File: config.mk
export PLATFORM = sky130hd
export DESIGN_NAME = csa_nr_divider
export DESIGN_NICKNAME = d
export VERILOG_FILES = /design/src/rtl/csd_pkg.sv /design/src/rtl/csd_lookahead.sv /design/src/rtl/csd_array.sv /design/src/rtl/csa_nr_divider.sv
export SDC_FILE = /design/constraint.sdc
export NUM_CORES = 1
export LEC_CHECK = 0
export BUFFER_PORTS_ARGS = -buffer_cell sky130_fd_sc_hd__clkbuf_2
export CAP_MARGIN = 20
export CORE_MARGIN = 1.5
export CORE_UTILIZATION = 62
export CTS_BUF_LIST = sky130_fd_sc_hd__clkbuf_4 sky130_fd_sc_hd__clkbuf_8
export CTS_CLUSTER_SIZE = 30
export DETAILED_ROUTE_END_ITERATION = 16
export GPL_ROUTABILITY_DRIVEN = 0
export PLACE_DENSITY = 0.8
export SLEW_MARGIN = 20
export SYNTH_ARGS = -nofsm -noshare
export SYNTH_HDL_FRONTEND = slang
export SYNTH_SLANG_ARGS = --single-unit
export TNS_END_PERCENT = 30
File: constraint.sdc
create_clock -name clk_i -period 0.8 [get_ports clk_i]
set_input_delay 0.16 -clock clk_i [delete_from_list [all_inputs] [get_ports clk_i]]
set_output_delay 0.16 -clock clk_i [all_outputs]
set_load 0.03 [all_outputs]
File: src/rtl/csd_pkg.sv
`timescale 1ns/1ps
package csd_pkg;

  // lookahead goes two-level at this width
  localparam int unsigned LA_SPLIT = 10;
  localparam int unsigned LA_GROUP = 4;
  localparam int unsigned LA_MAX   = 32;

  // carry out of a w-bit sum: sum of generate terms, each masked by higher propagates
  function automatic logic la_sop(input logic [LA_MAX-1:0] g,
                                  input logic [LA_MAX-1:0] p,
                                  input int w,
                                  input logic cin);
    logic acc;
    logic term;
    logic pall;
    acc  = 1'b0;
    pall = cin;
    for (int j = 0; j < LA_MAX; j++) begin
      if (j < w) begin
        term = g[j];
        for (int k = j + 1; k < LA_MAX; k++) begin
          if (k < w) term = term & p[k];
        end
        acc  = acc | term;
        pall = pall & p[j];
      end
    end
    return acc | pall;
  endfunction

endpackage

File: src/rtl/csd_lookahead.sv
`timescale 1ns/1ps
module csd_lookahead
  import csd_pkg::*;
#(
  parameter int unsigned W = 8
) (
  input  logic [W-1:0] g_i,
  input  logic [W-1:0] p_i,
  input  logic         cin_i,
  output logic         c_o
);

  if (W < LA_SPLIT) begin : g_flat
    assign c_o = la_sop(LA_MAX'(g_i), LA_MAX'(p_i), W, cin_i);
  end else begin : g_two_level
    // group terms first, then one term across groups
    localparam int unsigned NG = (W + LA_GROUP - 1) / LA_GROUP;
    localparam int unsigned PW = NG * LA_GROUP;

    logic [PW-1:0] g_pad;
    logic [PW-1:0] p_pad;
    logic [NG-1:0] grp_g;
    logic [NG-1:0] grp_p;

    // padding propagates and never generates
    always_comb begin
      g_pad = '0;
      p_pad = '1;
      g_pad[W-1:0] = g_i;
      p_pad[W-1:0] = p_i;
    end

    for (genvar gi = 0; gi < NG; gi++) begin : g_grp
      assign grp_g[gi] = la_sop(LA_MAX'(g_pad[gi*LA_GROUP +: LA_GROUP]),
                                LA_MAX'(p_pad[gi*LA_GROUP +: LA_GROUP]),
                                LA_GROUP, 1'b0);
      assign grp_p[gi] = &p_pad[gi*LA_GROUP +: LA_GROUP];
    end

    assign c_o = la_sop(LA_MAX'(grp_g), LA_MAX'(grp_p), NG, cin_i);
  end

endmodule

File: src/rtl/csd_array.sv
`timescale 1ns/1ps
module csd_array #(
  parameter int unsigned N = 8
) (
  input  logic [2*N-1:0] dividend_i,
  input  logic [N-1:0]   divisor_i,
  output logic [N:0]     quot_o
);

  localparam int unsigned W = N + 1;

  logic [W-1:0] s_vec [0:N];
  logic [W-1:0] c_vec [0:N];
  logic [N:0]   qbit;

  assign s_vec[0] = {1'b0, dividend_i[2*N-1:N]};
  assign c_vec[0] = '0;

  for (genvar i = 0; i <= N; i++) begin : g_row
    logic         q_prev;
    logic [W-1:0] dy;
    logic [W-1:0] sp;
    logic [W-1:0] cp;
    logic [N-1:0] kk;
    logic [N-1:0] gen;
    logic [N-1:0] prp;
    logic         cl;

    // row 0 always subtracts
    if (i == 0) begin : g_first
      assign q_prev = 1'b1;
    end else begin : g_next
      assign q_prev = qbit[i-1];
    end

    // subtract: invert divisor, inject +1 in the vacated carry slot
    assign dy = {1'b0, divisor_i} ^ {W{q_prev}};
    assign sp = s_vec[i] ^ c_vec[i] ^ dy;
    assign kk = (s_vec[i][N-1:0] & c_vec[i][N-1:0])
              | (s_vec[i][N-1:0] & dy[N-1:0])
              | (c_vec[i][N-1:0] & dy[N-1:0]);
    assign cp = {kk, q_prev};

    assign gen = sp[N-1:0] & cp[N-1:0];
    assign prp = sp[N-1:0] | cp[N-1:0];

    csd_lookahead #(.W(N)) i_la (
      .g_i  (gen),
      .p_i  (prp),
      .cin_i(1'b0),
      .c_o  (cl)
    );

    // quotient bit = remainder non-negative
    assign qbit[i] = ~(sp[N] ^ cp[N] ^ cl);

    if (i < N) begin : g_shift
      assign s_vec[i+1] = {sp[N-1:0], dividend_i[N-1-i]};
      assign c_vec[i+1] = {cp[N-1:0], 1'b0};
    end
  end

  // first row gives the top quotient bit
  for (genvar i = 0; i <= N; i++) begin : g_qmap
    assign quot_o[N-i] = qbit[i];
  end

endmodule

File: src/rtl/csa_nr_divider.sv
`timescale 1ns/1ps
module csa_nr_divider #(
  parameter int unsigned N       = 8,
  parameter bit          OUT_REG = 1'b1
) (
  input  logic           clk_i,
  input  logic           rst_ni,
  input  logic [2*N-1:0] dividend_i,
  input  logic [N-1:0]   divisor_i,
  output logic [N:0]     quotient_o,
  output logic           ovf_o
);

  logic [N:0] quot_d;
  logic       ovf_d;

  csd_array #(.N(N)) i_array (
    .dividend_i(dividend_i),
    .divisor_i (divisor_i),
    .quot_o    (quot_d)
  );


  assign ovf_d = (divisor_i == '0) || (dividend_i[2*N-1:N] >= divisor_i);

  if (OUT_REG) begin : g_reg

    always_ff @(posedge clk_i or negedge rst_ni) begin
      if (!rst_ni) begin
        quotient_o <= '0;
        ovf_o      <= 1'b0;
      end else begin
        quotient_o <= quot_d;
        ovf_o      <= ovf_d;
      end
    end
  end else begin : g_comb
    assign quotient_o = quot_d;
    assign ovf_o      = ovf_d;
  end

endmodule

==> results of run 1 <==
stage by stage:
stage	TNS, ns	cells	util
after floorplan	-93.45	687	-
after global placement	-93.33	1040	0.894
after detailed placement	-102.34	1040	0.894
synthesized netlist by cell type, types with 4 or more instances:
master / instances / area (sq um)
xnor2_1: 85 / 744
nor2_1: 36 / 135
and4_1: 4 / 35.0
xor2_1: 6 / 52.6
dfrtp_1: 10 / 250
nand2b_1: 4 / 25.0
o21ai_0: 10 / 50.1
mux2i_1: 5 / 50.1
fa_1: 51 / 1020
clkbuf_1: 9 / 33.8
nor2b_1: 11 / 68.8
inv_1: 138 / 518
a2111oi_0: 7 / 61.3
nand3_1: 14 / 70.1
or2_2: 4 / 25.0
nor4_1: 6 / 37.5
nor3_1: 18 / 90.1
maj3_1: 6 / 60.1
inv_2: 8 / 30.0
a21oi_1: 25 / 125
ha_1: 130 / 1630
o211ai_1: 4 / 30.0
nand2_1: 22 / 82.6
o21bai_1: 7 / 52.6
buf_1: 5 / 18.8
kinds of logic after synthesis:
| logic type | count (synthesis) |
|---|---|
| buffers and inverters | 162 |
| adder cells (fa/ha/maj) | 187 |
| multiplexers | 7 |
| AO/OA/AOI/OAI | 90 |
| XOR/XNOR | 93 |
| flip-flops | 10 |
| AND/OR/NAND/NOR | 138 |
==> metrics.md, run 1 <==
| Metric | Value |
|---|---|
| Status | `stopped before the end` |
| Last stage | `4_1_cts` |
| Error | `[ERROR DPL-0038] Utilization greater than 100%, impossible to legalize` |
| FP Rows | `35` |
| IO Pins | `36` |
| Multiplexer share of the synthesized area | `0.0131` |
| Initial Utilization | `0.636` |
| Most common flop cell mapped by yosys | `dfrtp_1` |
| Net Count, Synth | `894` |
| CTS Hold Bufs | `1` |
| IO buf count | `35` |
| Setup bufs post-CTS | `51` |
| Post-synth EDFFs | `0` |
| Chip Width | `100 microns` |
| Clock root buffer | `clkbuf_8` |
| Avg Synthesized Cell Area | `8.51 sq um` |
| Die Y | `100 microns` |
| Synth Area in XOR/XNOR | `0.143` |
| FFs w/ async S/R, synth | `1.00` |
| Netlist cell types | `64` |
| Post-synthesis compound-gate area fraction | `0.112` |
| H-tree level count | `1` |
| CTS Buf Count | `3` |
| Clock buffer depth | `2` |
| Adder-cell share of the synthesized area | `0.463` |
| CTS sink cnt | `10` |
| Seq cells post-synth | `10` |
| Post-Place Setup Slack | `-21.16 ns` |
| Largest family of logic cells by synthesized area | `adder cells` |
| Register area share after synthesis | `0.0428` |
| Post-cts resize count | `157` |
| Mapped Cells | `687` |
| Yosys Warn Count | `0` |
| Post-Syn Area | `0.00585 sq mm` |
| Detailed Place HPWL | `18.6 mm` |
| DP Area | `0.00822 sq mm` |
| Simple-gate share of the synthesized area | `0.122` |
==> run 2: changes to the inputs <==
--- a/config.mk
+++ b/config.mk
@@ -8,12 +8,10 @@
 export BUFFER_PORTS_ARGS = -buffer_cell sky130_fd_sc_hd__clkbuf_2
 export CAP_MARGIN = 20
 export CORE_MARGIN = 1.5
-export CORE_UTILIZATION = 62
-export CTS_BUF_LIST = sky130_fd_sc_hd__clkbuf_4 sky130_fd_sc_hd__clkbuf_8
-export CTS_CLUSTER_SIZE = 30
+export CORE_UTILIZATION = 40
 export DETAILED_ROUTE_END_ITERATION = 16
 export GPL_ROUTABILITY_DRIVEN = 0
-export PLACE_DENSITY = 0.8
+export PLACE_DENSITY_LB_ADDON = 0.15
 export SLEW_MARGIN = 20
 export SYNTH_ARGS = -nofsm -noshare
 export SYNTH_HDL_FRONTEND = slang
==> run 2 against run 1 <==
Compared with the run above: the flow now finishes, with violations (negative setup slack); synthesized area stayed put; synthesized cell count stayed put.
==> metrics.md, run 2 <==
| Metric | Value |
|---|---|
| RSZ-0062 raised after global routing | `yes` |
| Vias in the first global route | `6353` |
| Max_slew headroom | `0.626` |
| IO Pins | `36` |
| Leading cell type in the layout, fill and taps excluded | `buf_4` |
| Core area | `0.0141 sq mm` |
| Critical path class | `in2reg` |
| Clock buffer depth | `2` |
| Critical path capture point type | `register` |
| Die Y | `124 microns` |
| Initial Utilization | `0.415` |
| Crit Path Max Fanout | `7` |
| Clock root buffer | `clkbuf_16` |
| Net Count, Synth | `894` |
| FFs w/ async S/R, synth | `1.00` |
| Final Worst Setup Slack | `-19.57 ns` |
| DRC | `0` |
| Ranking of synthesized cells by area | `ha_1 28%, fa_1 17%, xnor2_1 13%` |
| Mapped Cells | `687` |
| Final Cycle Share | `25.5` |
| Final ANT Viol Nets | `0` |
| Yosys top cell by area | `ha_1` |
| Global route total overflow | `0` |
| Final Hold Vio Count | `0` |
| Hold WC Path Type | `in2async` |
| # nets final | `1234` |
| Gr usage total | `0.264` |
| FP Rows | `43` |
| Setup violations, final | `20` |
| Yosys Warn Count | `0` |
| Chip Width | `124 microns` |
| Die area | `0.0153 sq mm` |
| Status | `complete, but fails checks` |
| Least-Margin Pin Slew | `0.546 ns` |
| Max reg flops | `9` |
| Avg Synthesized Cell Area | `8.51 sq um` |
| Clock slew at reported path FFs | `0.06 ns` |
| Seq cells post-synth | `10` |
| Largest registers | `quotient_o x9, ovf_o x1` |
| Max-Cap Viols | `0` |
| H-tree level count | `1` |
| Count leader, synth | `inv_1` |
| Commonest cells after routing, fill and taps aside | `298 x buf_4, 120 x inv_1, 93 x ha_1` |
| Crit path top cell by count | `fa_1` |
| Antenna cells | `0` |
| Register area share after synthesis | `0.0428` |
| Fraction of layout cells with a size suffix above 1 | `0.517` |
| Detailed Place HPWL | `14.8 mm` |
| Max incr delay on CP | `0.56 ns` |
| First-pass GRT wire length | `31.2 mm` |
| DR WL/cell | `17.5 microns` |
| Netlist cell types | `64` |
| CTS tree | `done` |
| Post-synth top cells | `138 x inv_1, 130 x ha_1, 85 x xnor2_1` |
| Area Growth Syn to Fin | `69.7%` |
| CTS sink cnt | `10` |
| Layout Utilization | `0.704` |
| Slowest-stage cell, CP | `fa_1` |
| Final WL | `21.1 mm` |
| Post-synth EDFFs | `0` |
| First DRT Iteration DRCs | `344` |
| Post-Syn Area | `0.00585 sq mm` |
| Largest reg by FF count | `quotient_o` |
| Arr. time, crit path | `20.53 ns` |
| Failing checks | `negative setup slack` |
| Slew Viols, Final | `0` |
| Largest net degree at the start of global routing | `19` |
| IO buf count | `35` |
| Most common flop cell mapped by yosys | `dfrtp_1` |
| Initial antenna violation count | `0` |
| Detailed-route via count | `6116` |
| Tmin final | `20.37 ns` |
| Yosys top cell area share | `0.278` |
| Peak Freq | `49.1 MHz` |
| Finished Layout Cells | `1206` |
| CTS Buf Count | `3` |
| Placed cell count | `1108` |
| Avg Vias per Cell | `5.07` |
| Startpoint types | `primary input` |
| First-pass iteration count of the detailed router | `5` |
| Worst Path Required | `0.96 ns` |
==> run 2: what timing repair did <==
action,CTS,global route
setup endpoints to repair,20,20
hold endpoints to repair,10,0
pin swaps,86,35
hold buffers,1,0
gates resized for setup,101,80
setup buffers,75,23
==> run 2: layout make-up <==
cell class              count  area [sq um]
multi-input cells         515          5970
clock buffers               4          88.8
well taps                 180           225
fillers                  1016          4180
repair buffers            351          2800
inverters                 146           578
flip-flops and latches     10           250
==> run 2: worst max-delay path, delay by kind of cell <==
kind,cells,cell delay (ns)
adder cells (fa/ha/maj),20,6.84
AND/OR/NAND/NOR,33,5.88
AO/OA/AOI/OAI,22,3.58
buffers and inverters,18,1.85
XOR/XNOR,12,1.57
multiplexers,3,0.66
==> run 2: cell families (layout without fill, tap and decap cells) <==
| group | after synthesis | after routing | synth area share |
|---|---|---|---|
| muxes | 7 | 7 | 0.0131 |
| adders and majority gates | 187 | 187 | 0.463 |
| DFF | 10 | 10 | 0.0428 |
| buffers and inverters | 162 | 501 | 0.104 |
| and+or+nand+nor | 138 | 138 | 0.122 |
| AOI/OAI and AO/OA | 90 | 90 | 0.112 |
| xor gates and xnor gates | 93 | 93 | 0.143 |
==> run 2: worst max-delay path by stage <==
stage / startpoint / endpoint / slack [ns]
after floorplan: divisor_i[4] / quotient_o[0] / -19.71
after global placement: divisor_i[5] / quotient_o[0] / -19.80
after detailed placement: divisor_i[2] / quotient_o[0] / -20.36
after CTS: divisor_i[5] / quotient_o[0] / -18.94
after global routing: divisor_i[1] / quotient_o[0] / -20.55
final: divisor_i[1] / quotient_o[0] / -19.57
==> run 2: layer usage <==
metal,vias up,track usage,share of wire
li1,2866,-,-
met4,0,0.0895,0.050
met2,206,0.508,0.52
met1,2961,0.307,0.39
met5,-,0,0
met3,83,0.0197,0.044
==> run 2: through the flow <==
step / hold WS (ns) / setup slack [ns] / area (sq um) / setup TNS, ns
2_1_floorplan: -0.136 / -19.71 / 6420 / -93.45
5_1_grt: 0.374 / -20.55 / 9920 / -99.75
3_5_place_dp: 0.0654 / -20.36 / 8300 / -98.53
3_3_place_gp: 0.0617 / -19.80 / 8300 / -95.94
6_report: 0.353 / -19.57 / 9920 / -95.20
4_1_cts: 0.354 / -18.94 / 9490 / -91.50
Power of run 2 is not shown: default switching activity piles up to over one toggle a cycle in this logic, so the estimate is an artifact.
==> run 3: changes to the inputs <==
--- a/config.mk
+++ b/config.mk
@@ -7,7 +7,7 @@
 export LEC_CHECK = 0
 export BUFFER_PORTS_ARGS = -buffer_cell sky130_fd_sc_hd__clkbuf_2
 export CAP_MARGIN = 20
-export CORE_MARGIN = 1.5
+export CORE_MARGIN = 2
 export CORE_UTILIZATION = 40
 export DETAILED_ROUTE_END_ITERATION = 16
 export GPL_ROUTABILITY_DRIVEN = 0
==> run 3 against run 2 <==
Compared with the run above: wire length fell by 10%; critical path depth down 1; core utilization is 2.2 points lower; first-iteration DRC count fell by 32%; critical path type unchanged; clock-buffer cell count is the same; the run still ends with negative setup slack left; highest routed layer unchanged; via count decreased by 4.8%; sequential share of layout area barely moved; worst hold slack about the same; cell count shrank 0.75%; global-route usage shrank 2.6 points.
==> metrics.md, run 3 (synthesized netlist as in run 2, its figures left out) <==
| Metric | Value |
|---|---|
| Initial Utilization | `0.405` |
| Startpoint types | `primary input` |
| Status | `complete, but fails checks` |
| First-pass iteration count of the detailed router | `5` |
| Layout Utilization | `0.682` |
| WP buf/inv | `19` |
| Clock slew at reported path FFs | `0.05 ns` |
| Fraction of layout cells with a size suffix above 1 | `0.525` |
| CTS tree | `done` |
| Critical path capture point type | `register` |
| Failing checks | `negative setup slack` |
| Gr usage total | `0.238` |
| Chip Width | `125 microns` |
| Placed cell count | `1116` |
| Final Worst Setup Slack | `-19.42 ns` |
| Clock buffer depth | `2` |
| Largest net degree at the start of global routing | `19` |
| Least-Margin Pin Slew | `0.600 ns` |
| Die Y | `125 microns` |
| Slew Viols, Final | `0` |
| Leading cell type in the layout, fill and taps excluded | `buf_4` |
| Clock root buffer | `clkbuf_16` |
| IO buf count | `35` |
| Hold WC Path Type | `in2async` |
| Vias in the first global route | `6285` |
| Final WL | `19.0 mm` |
| Finished Layout Cells | `1197` |
| Commonest cells after routing, fill and taps aside | `283 x buf_4, 118 x inv_1, 88 x ha_1` |
| Setup violations, final | `20` |
| Tmin final | `20.22 ns` |
| Largest reg by FF count | `quotient_o` |
| Layout filler cell count | `1067` |
| Max-Cap Viols | `0` |
| Detailed-route via count | `5822` |
| Max reg flops | `9` |
| Delay-heaviest family, CP | `adder cells` |
| H-tree level count | `1` |
| Initial antenna violation count | `0` |
| Max incr delay on CP | `0.57 ns` |
| Die area | `0.0156 sq mm` |
| Final Hold Vio Count | `0` |
| Crit path top cell by count | `fa_1` |
| Max_slew headroom | `0.589` |
| Antenna cells | `0` |
| Critical path class | `in2reg` |
| Global route total overflow | `0` |
| Largest registers | `quotient_o x9, ovf_o x1` |
| Crit Path Max Fanout | `7` |
| Arr. time, crit path | `20.41 ns` |
| CTS Buf Count | `3` |
| DRC | `0` |
| Slowest-stage cell, CP | `fa_1` |
| Final ANT Viol Nets | `0` |
| Final Cycle Share | `25.3` |
| RSZ-0062 raised after global routing | `yes` |
| Detailed Place HPWL | `14.7 mm` |
| FP Rows | `44` |
| Worst Path Required | `0.98 ns` |
| Peak Freq | `49.4 MHz` |
| CTS sink cnt | `10` |
| Area Growth Syn to Fin | `68.2%` |
| Avg Vias per Cell | `4.86` |
| DR WL/cell | `15.8 microns` |
| # nets final | `1221` |
| First DRT Iteration DRCs | `234` |
| IO Pins | `36` |
| Core area | `0.0144 sq mm` |
| First-pass GRT wire length | `30.1 mm` |
run 3: cell types whose count changed in the layout (fill, tap and decap cells not counted), moves of 3 or more:
cell      change
buf_4        -15
buf_6         +5
ha_1          -5
xnor2_2       +5
a21oi_2       +4
ha_2          +4
inv_2         +4
a21oi_1       -3
buf_12        -3
buf_8         -3
clkbuf_2      +3
inv_4         -3
xnor2_4       -3
run 3: path summary, 6_finish.rpt:
path,start,cells past startpoint,slack (ns),endpoint
setup / recovery,dividend_i[13],107,-19.42,quotient_o[0]
hold / removal,rst_ni,2,0.35,quotient_o[7]
max in group asynchronous,rst_ni,2,0.18,quotient_o[0]
min in group clk_i,dividend_i[15],4,0.38,ovf_o
run 3: per-stage QoR:
step	hold WS [ns]	TNS [ns]	instance area, sq um	setup slack, ns
5_1_grt	0.377	-97.73	9830	-20.32
3_5_place_dp	0.0826	-98.31	8320	-20.27
4_1_cts	0.355	-90.71	9370	-18.85
2_1_floorplan	-0.136	-93.45	6420	-19.71
6_report	0.353	-93.16	9830	-19.42
3_3_place_gp	0.0749	-95.16	8320	-19.62
run 3: per-layer routing:
layer  track usage  vias to the layer above  part of all wire
met5             0                        -                 0
met4        0.0837                        0             0.029
met3        0.0142                       38             0.029
met2         0.461                      127              0.54
met1         0.275                     2817              0.40
li1              -                     2840                 -
run 3: layout make-up:
type	count	area, sq um	share of cell area
Multi-Input combinational cell	515	6020	0.613
Timing Repair Buffer	338	2660	0.271
Inverter	146	576	0.0585
Sequential cell	10	250	0.0255
Tap cell	184	230	0.0234
Clock buffer	4	88.8	0.00904
run 3: what timing repair did:
action | in CTS | in global routing
pin swaps | 110 | 35
setup buffers | 56 | 24
resized for setup | 106 | 84
endpoints found under the setup margin | 20 | 20
endpoints found under the hold margin | 10 | 0
hold buffers | 1 | 0
Power of run 3 is left out for the same reason.
==> run 4: changes to the inputs <==
--- a/config.mk
+++ b/config.mk
@@ -10,7 +10,7 @@
 export CORE_MARGIN = 2
 export CORE_UTILIZATION = 40
 export DETAILED_ROUTE_END_ITERATION = 16
-export GPL_ROUTABILITY_DRIVEN = 0
+export MAX_ROUTING_LAYER = met4
 export PLACE_DENSITY_LB_ADDON = 0.15
 export SLEW_MARGIN = 20
 export SYNTH_ARGS = -nofsm -noshare
==> run 4 against run 3 <==
Compared with the run above: the run still ends with negative setup slack left; non-clock buffer count stayed put; critical path depth is 1 lower; setup slack better by 0.034 ns; largest cell class unchanged; cell count stayed put; worst hold slack better by 0.00099 ns; via count is 0.21% lower; flip-flop and latch count stayed put; die area stayed put; sequential share of layout area stayed put; highest routed layer unchanged; wire length hardly changed; cell area stayed put; first-iteration DRC count is 6.0% higher.
==> metrics.md, run 4 (synthesized netlist as in run 2, its figures left out) <==
| Metric | Value |
|---|---|
| Largest reg by FF count | `quotient_o` |
| Critical path class | `in2reg` |
| Largest registers | `quotient_o x9, ovf_o x1` |
| Final setup TNS | `-93.01 ns` |
| Clock buffer depth | `2` |
| Die area | `0.0156 sq mm` |
| Initial Utilization | `0.405` |
| CTS sink cnt | `10` |
| Fraction of layout cells with a size suffix above 1 | `0.525` |
| Clock root buffer | `clkbuf_16` |
| Critical path capture point type | `register` |
| IO Pins | `36` |
| IO buf count | `35` |
| Finished Layout Cells | `1197` |
| Max-Cap Viols | `0` |
| Initial antenna violation count | `0` |
| First-pass iteration count of the detailed router | `5` |
| Max reg flops | `9` |
| Final ANT Viol Nets | `0` |
| Final Worst Setup Slack | `-19.39 ns` |
| # nets final | `1221` |
| Final Cycle Share | `25.2` |
| DP Area | `0.00832 sq mm` |
| RSZ-0062 raised after global routing | `yes` |
| Largest net degree at the start of global routing | `19` |
| First DRT Iteration DRCs | `248` |
| Max incr delay on CP | `0.57 ns` |
| Leading cell type in the layout, fill and taps excluded | `buf_4` |
| DRC | `0` |
| Chip Width | `125 microns` |
| Arr. time, crit path | `20.37 ns` |
| Hold WC Path Type | `in2async` |
| Layout filler cell count | `1067` |
| Global route total overflow | `0` |
| Detailed-route via count | `5810` |
| H-tree level count | `1` |
| Slowest-stage cell, CP | `fa_1` |
| Worst Path Required | `0.98 ns` |
| Vias in the first global route | `6289` |
| Least-Margin Pin Slew | `0.598 ns` |
| DR WL/cell | `15.8 microns` |
| Core area | `0.0144 sq mm` |
| Hold slack | `0.354 ns` |
| CTS tree | `done` |
| Gr usage total | `0.245` |
| Tmin final | `20.19 ns` |
| Area Growth Syn to Fin | `68.2%` |
| WP buf/inv | `18` |
| Antenna cells | `0` |
| Routability cong. | `0.862` |
| Commonest cells after routing, fill and taps aside | `283 x buf_4, 118 x inv_1, 88 x ha_1` |
| Final Hold Vio Count | `0` |
| Avg Vias per Cell | `4.85` |
| First-pass GRT wire length | `30.1 mm` |
| Failing checks | `negative setup slack` |
| Slew Viols, Final | `0` |
| Detailed Place HPWL | `14.7 mm` |
| Setup violations, final | `20` |
| Die Y | `125 microns` |
| CTS Buf Count | `3` |
| Design area | `0.00983 sq mm` |
| Startpoint types | `primary input` |
| Crit path top cell by count | `fa_1` |
| Delay-heaviest family, CP | `adder cells` |
| Peak Freq | `49.5 MHz` |
| Crit Path Max Fanout | `7` |
| FP Rows | `44` |
| Final WL | `19.0 mm` |
| Max_slew headroom | `0.591` |
| Clock slew at reported path FFs | `0.05 ns` |
| Status | `complete, but fails checks` |
| Placed cell count | `1116` |
==> run 4: cell counts in the layout (fill, tap and decap cells not counted) <==
Identical to the previous run, type by type.
==> run 4: worst max-delay path by stage <==
stage              startpoint       endpoint  slack, ns  cells after the start
2_1_floorplan    divisor_i[4]  quotient_o[0]     -19.71                    106
3_3_place_gp     divisor_i[2]  quotient_o[0]     -19.62                    108
3_5_place_dp     divisor_i[2]  quotient_o[0]     -20.27                    108
4_1_cts          divisor_i[5]  quotient_o[0]     -18.85                    107
5_1_grt        dividend_i[13]  quotient_o[0]     -20.32                    106
6_report       dividend_i[12]  quotient_o[0]     -19.39                    106
==> run 4: repair_timing <==
| action | CTS | global route |
|---|---|---|
| pin swaps | 110 | 35 |
| hold buffers | 1 | 0 |
| gates resized for setup | 106 | 84 |
| endpoints found under the setup margin | 20 | 20 |
| hold endpoints to repair | 10 | 0 |
| buffers inserted | 56 | 24 |
==> run 4: metrics by stage <==
step,util,setup slack (ns)
3_5_place_dp,0.577,-20.27
4_1_cts,0.649,-18.85
5_1_grt,0.682,-20.32
3_3_place_gp,0.577,-19.62
6_report,0.682,-19.39
2_1_floorplan,-,-19.71
==> run 4: routing by layer <==
layer / wire length, microns / vias to the layer above / global-route usage
li1: - / 2844 / -
met5: 0 / - / -
met3: 585 / 33 / 0.0133
met2: 10400 / 114 / 0.461
met1: 7480 / 2819 / 0.275
met4: 526 / 0 / 0.0837
==> run 4: layout make-up <==
type	instances	area, sq um	area share
Timing Repair Buffer	338	2660	0.271
Sequential cell	10	250	0.0255
Multi-Input combinational cell	515	6020	0.613
Inverter	146	576	0.0585
Clock buffer	4	88.8	0.00904
Tap cell	184	230	0.0234
Power of run 4 is left out for the same reason.
